==> src/rtl/cfgport_pkg.sv <==
package cfgport_pkg;

  typedef struct packed {
    logic idxLoad;    // load pointer from write byte
    logic dataStore;  // store write byte at pointer
    logic rdDrive;    // drive selected byte on read bus
  } cfgStrobes_t;

  typedef enum logic [1:0] {
    POL_LOCK  = 2'd0,
    POL_OPEN  = 2'd1,
    POL_KEYED = 2'd2
  } wrPolicy_e;

  function automatic wrPolicy_e policyOf(input logic [7:0] idx);
    if (idx inside {[8'h00:8'hDF], 8'hE4, 8'hE5, [8'hE9:8'hED], 8'hF3, 8'hF5,
                    8'hF7, [8'hF9:8'hFB], [8'hFD:8'hFF]})
      return POL_LOCK;
    else if (idx inside {8'hE7, 8'hE8})
      return POL_KEYED;
    else
      return POL_OPEN;
  endfunction

  function automatic logic [7:0] keyOf(input logic [7:0] idx);
    return (idx == 8'hE7) ? 8'hFE : 8'hBE;
  endfunction

  function automatic logic [7:0] resetByte(input logic [7:0] idx);
    case (idx)
      8'hE0:   return 8'h3C;
      8'hE2:   return 8'h03;
      8'hE3:   return 8'hFC;
      8'hE6:   return 8'hDE;
      8'hE7:   return 8'hFE;
      8'hE8:   return 8'hBE;
      default: return 8'h00;
    endcase
  endfunction

endpackage

==> src/rtl/cfgport_ctrl.sv <==
module cfgport_ctrl
  import cfgport_pkg::*;
#(
  parameter int ADDR_W = 16,
  parameter int DATA_W = 8,
  parameter logic [ADDR_W-1:0] BASE_ADDR = 16'h03F0
) (
  input  logic              portEnable,
  input  logic [ADDR_W-1:0] ioAddr,
  input  logic              ioRead,
  input  logic              ioWrite,
  input  logic [DATA_W-1:0] ioWdata,
  input  logic [DATA_W-1:0] curIndex,
  output cfgStrobes_t       strb
);
  localparam logic [ADDR_W-1:0] DATA_ADDR = BASE_ADDR + ADDR_W'(1);

  logic hitIdx, hitData, writeOk;
  wrPolicy_e pol;

  always_comb begin
    hitIdx  = portEnable && (ioAddr == BASE_ADDR);
    hitData = portEnable && (ioAddr == DATA_ADDR);
    pol     = policyOf(curIndex);
    unique case (pol)
      POL_OPEN:  writeOk = 1'b1;
      POL_KEYED: writeOk = (ioWdata == keyOf(curIndex));
      default:   writeOk = 1'b0;
    endcase
    strb.idxLoad   = ioWrite && hitIdx;
    strb.dataStore = ioWrite && hitData && writeOk;
    strb.rdDrive   = ioRead && (hitIdx || hitData);
  end
endmodule

==> src/rtl/cfgport_dpath.sv <==
module cfgport_dpath
  import cfgport_pkg::*;
#(
  parameter int DATA_W = 8
) (
  input  logic              clk,
  input  logic              rstN,
  input  cfgStrobes_t       strb,
  input  logic [DATA_W-1:0] ioWdata,
  output logic [DATA_W-1:0] curIndex,
  output logic [DATA_W-1:0] selByte
);
  localparam int DEPTH = 1 << DATA_W;

  logic [DATA_W-1:0] cfgMem [DEPTH];

  always_ff @(posedge clk) begin
    if (!rstN) begin
      curIndex <= '0;
    end else if (strb.idxLoad) begin
      curIndex <= ioWdata;
    end
  end

  generate
    for (genvar g = 0; g < DEPTH; g++) begin : gByte
      always_ff @(posedge clk) begin
        if (!rstN) begin
          cfgMem[g] <= resetByte(8'(g));
        end else if (strb.dataStore && (curIndex == DATA_W'(g))) begin
          cfgMem[g] <= ioWdata;
        end
      end
    end
  endgenerate

  assign selByte = cfgMem[curIndex];
endmodule

==> src/rtl/cfg_index_port.sv <==
module cfg_index_port
  import cfgport_pkg::*;
#(
  parameter int ADDR_W = 16,
  parameter int DATA_W = 8,
  parameter logic [ADDR_W-1:0] BASE_ADDR = 16'h03F0
) (
  input  logic              clk,
  input  logic              rstN,
  input  logic              portEnable,
  input  logic [ADDR_W-1:0] ioAddr,
  input  logic              ioRead,
  input  logic              ioWrite,
  input  logic [DATA_W-1:0] ioWdata,
  output logic [DATA_W-1:0] ioRdata
);
  cfgStrobes_t       strb;
  logic [DATA_W-1:0] curIndex;
  logic [DATA_W-1:0] selByte;

  cfgport_ctrl #(.ADDR_W(ADDR_W), .DATA_W(DATA_W), .BASE_ADDR(BASE_ADDR)) u_ctrl (
    .portEnable(portEnable), .ioAddr(ioAddr), .ioRead(ioRead), .ioWrite(ioWrite),
    .ioWdata(ioWdata), .curIndex(curIndex), .strb(strb)
  );

  cfgport_dpath #(.DATA_W(DATA_W)) u_dpath (
    .clk(clk), .rstN(rstN), .strb(strb), .ioWdata(ioWdata),
    .curIndex(curIndex), .selByte(selByte)
  );

  assign ioRdata = strb.rdDrive ? selByte : '1;
endmodule

==> config.mk <==
export PLATFORM = sky130hd
export DESIGN_NAME = cfg_index_port
export DESIGN_NICKNAME = d
export VERILOG_FILES = /design/src/rtl/cfgport_pkg.sv /design/src/rtl/cfgport_ctrl.sv /design/src/rtl/cfgport_dpath.sv /design/src/rtl/cfg_index_port.sv
export SDC_FILE = /design/constraint.sdc
export NUM_CORES = 2
export LEC_CHECK = 0
export BUFFER_PORTS_ARGS = -buffer_cell sky130_fd_sc_hd__buf_2
export CORE_UTILIZATION = 60
export DETAILED_ROUTE_END_ITERATION = 10
export PLACE_DENSITY = 0.87
export SLEW_MARGIN = 40
export SYNTH_ARGS = -nofsm -noshare
export SYNTH_HDL_FRONTEND = slang
export SYNTH_SLANG_ARGS = --single-unit
export TNS_END_PERCENT = 100
==> constraint.sdc <==
create_clock -name clk -period 4.3 [get_ports clk]
set_input_delay 0.86 -clock clk [delete_from_list [all_inputs] [get_ports clk]]
set_output_delay 0.86 -clock clk [all_outputs]
set_load 0.03 [all_outputs]
==> results.ini <==
[route]
vias=49684
routedWlPerCell_um=26.09
drc=0
firstDrtPassIters=8
viasPerCell=5.815
ant_nets=0
drtIter0Drc=7224
drt-total-wl_um=222900

[floorplanning]
initial_core_util_pct=60.49
die_w_um=371.6
die_area_um2=138100
boundaryPins=37
core_um2=135500
placementRows=135
die_h_um=371.6

[worst_setup_path]
reg2regPathDepth=8
r2r_setup_slack_ps=1360
cp-end-kind=primary output
path_max_fanout=10
cpMostUsedCell=buf_4
slowest_delay_ps=600
arrival_ps=4420
crit_buf_inv=9
worstReg2RegEnd=u_dpath.cfgMem[224][5]$_SDFFCE_PN1P_
crit_chain=buf_6 -> buf_16 -> mux2i_4 -> o221ai_2 -> buf_4 -> buf_4 -> buf_4 -> buf_4 -> buf_4 -> a21oi_1 -> o21ai_0 -> buf_4 -> nand3_1 -> nor4b_4 -> o22a_1 -> buf_6
timing.rr.start=u_dpath.curIndex[6]$_SDFFE_PN0P_
crit_type=flip-flop to primary output
cp.required_ps=3440
start_kind=flip-flop
crit_slowest_cell=nor4b_4
cp_top_family=buffers and inverters

[final_layout]
syn_to_final_growth_pct=22.65
final_common_cell=edfxtp_1
post-route-util_pct=74.19
fill_cells=6752
final_nets=6622
drive_gt1_share_pct=15.25
layout_common_cells=2048 x edfxtp_1, 1936 x conb_1, 480 x mux2i_1

[synth]
ys.flop_type=edfxtp_1
synth_xor_xnor_area_share_pct=0
ys_ff_latch=2064
synth.avg_cell_area_um2=18.52
syn_area_um2=81940
synth_compound_area_share_pct=5.205
ys_warn_count=0
synth_cells=4425
synth_edf_count=2048
yosys.area_share.adder_pct=0
synth_mux_area_share_pct=13.14
ys_seq_area_share_pct=75.44
synth_top_family_by_area=multiplexers
yosysUniqueCellTypes=57
yosys.area_share.simple_pct=3.205
async_flop_share_pct=0

[cts]
cts_root_buf=clkbuf_16
cts_tree=done
clock_latency_ps=870
numClockSinks=2064
holdBufCountCts=0
clk_path_buf_depth=3
cts_htree_levels=4
cts_inserted_buffers=191
clkTransAtPathRegs_ps=60

[power]
peakVddDrop_mv=0.3469
p_leak_uw=0.03696
powerDensity_nw_per_um2=433.5
power.total_uw=43570

[grt]
grt_max_degree=109
antenna_found_initial=16
grt_usage_pct=31.82
grt_pass1_wl_um=316600
grt_pass1_vias=50907
gr-total-overflow=0

[worst_hold_path]
min_path_type=input port to flip-flop
worstHoldStart=ioWdata[6]
whs_endpoint=u_dpath.curIndex[6]$_SDFFE_PN0P_
min_path_cells=3

[sta]
setup_viol=8
rsz0062_at_grt=true
worstMarginPinSlew_ps=930.8
max_freq_mhz=189.6
hold_violations=0
layout_min_cycle_time_ps=5275
worst_clock_skew_ps=35.19
slew_violations=0
holdWs_ps=519.2
min_period_over_period_pct=122.7
slew_headroom_pct=36.34
fin_tns_setup_ps=-6409
setup_ws_ps=-975.1

[placement]
gp_congestion=0.9419
numPortBuffers=36
pre_cts_ws_ps=-250.4
hpwlAfterDp_um=125300

[status]
violations=negative setup slack
status=finished with violations

[job]
maxCapViolations=0

## synth_stat cells, drive strengths merged (3+ instances only)
library cell	number	area share (%)
edfxtp	2048	75
mux2i	485	5.9
mux4	251	6.9
inv	242	1.1
o221ai	202	2.2
buf	144	1.3
clkbuf	138	0.63
nor3	107	0.65
a21oi	98	0.60
and2	96	0.73
o22ai	87	0.66
o21ai	79	0.48
nor2	77	0.36
nand2	44	0.20
a211oi	38	0.35
nor4	27	0.21
mux2	23	0.32
nand3	21	0.13
nor2b	21	0.16
nand2b	19	0.15
o31ai	19	0.17
or4	17	0.16
dfxtp	16	0.39
a2111oi	15	0.16
or3	11	0.084
o211ai	9	0.082
a211o	8	0.086
a22oi	8	0.073
o22a	8	0.086
or2	8	0.061
a221oi	7	0.075
a22o	7	0.075
a31oi	7	0.053
and3	7	0.053
nor4b	7	0.075
nand3b	4	0.041
nand4	3	0.023
nor4bb	3	0.037
## layout make-up
class | instances | area (um^2) | share of cell area [%]
inverters | 243 | 915.9 | 0.9112
clock inverters | 115 | 1296 | 1.290
repair buffers | 323 | 3412 | 3.395
flip-flops and latches | 2064 | 61830 | 61.52
diodes | 11 | 27.53 | 0.02739
clock buffers | 237 | 5004 | 4.978
multi-input cells | 3770 | 25790 | 25.66
well taps | 1781 | 2228 | 2.217
## metal layers
layer / share of wire [%] / track usage (%) / up-vias
met4: 7.7 / 20.44 / 10
met2: 49 / 53.21 / 4074
li1: - / - / 20300
met5: 0.043 / 0 / -
met1: 32 / 36.60 / 24224
met3: 11 / 8.027 / 1076
## stage by stage
stage	std cells	cell area, um^2
4_1_cts	8526	100200
3_5_place_dp	8137	92430
2_1_floorplan	6359	89200
3_3_place_gp	8136	92330
6_report	8544	100500
5_1_grt	8544	100500
## how the worst max path moves through the flow
stage,from,to,slack (ps),cells past startpoint
3_3_place_gp,flip-flop,ioRdata[2],-360,9
4_1_cts,flip-flop,ioRdata[5],-640,11
6_report,flip-flop,ioRdata[5],-980,16
2_1_floorplan,ioAddr[11],u_dpath.cfgMem[224][0]$_SDFFCE_PN0P_,820,7
5_1_grt,flip-flop,ioRdata[5],-960,16
3_5_place_dp,flip-flop,ioRdata[4],-250,11
## state kept, by name, summed over array words and instances (netlist names), named ones only
name,flops
u_dpath.cfgMem,2048
u_dpath.curIndex,8
## worst min-delay path, cell delays in order
cell	delay, ps
buf_2	210
mux2i_1	180
nor2_1	70
## kinds of logic (layout without fill, tap and decap cells)
group           after synthesis  after routing
other cells                   2           1947
simple gates                480            480
buf+inv                     525            918
mux                         759            759
flops                      2064           2064
compound gates              595            595
## timing repair
item	in CTS	in global routing
gates resized for setup	155	43
setup endpoints to repair	8	8
endpoints found under the hold margin	0	0
pin swaps	33	23
gates cloned	17	0
buffers inserted	20	7
## power breakdown
group / total [uW] / leakage [uW] / switching, uW / internal (uW)
Combinational: 1760 / 0.0137 / 1270 / 485
Sequential: 24400 / 0.0202 / 564 / 23800
Clock: 17400 / 0.00308 / 7710 / 9700
Power figures use the tool's default switching activity.
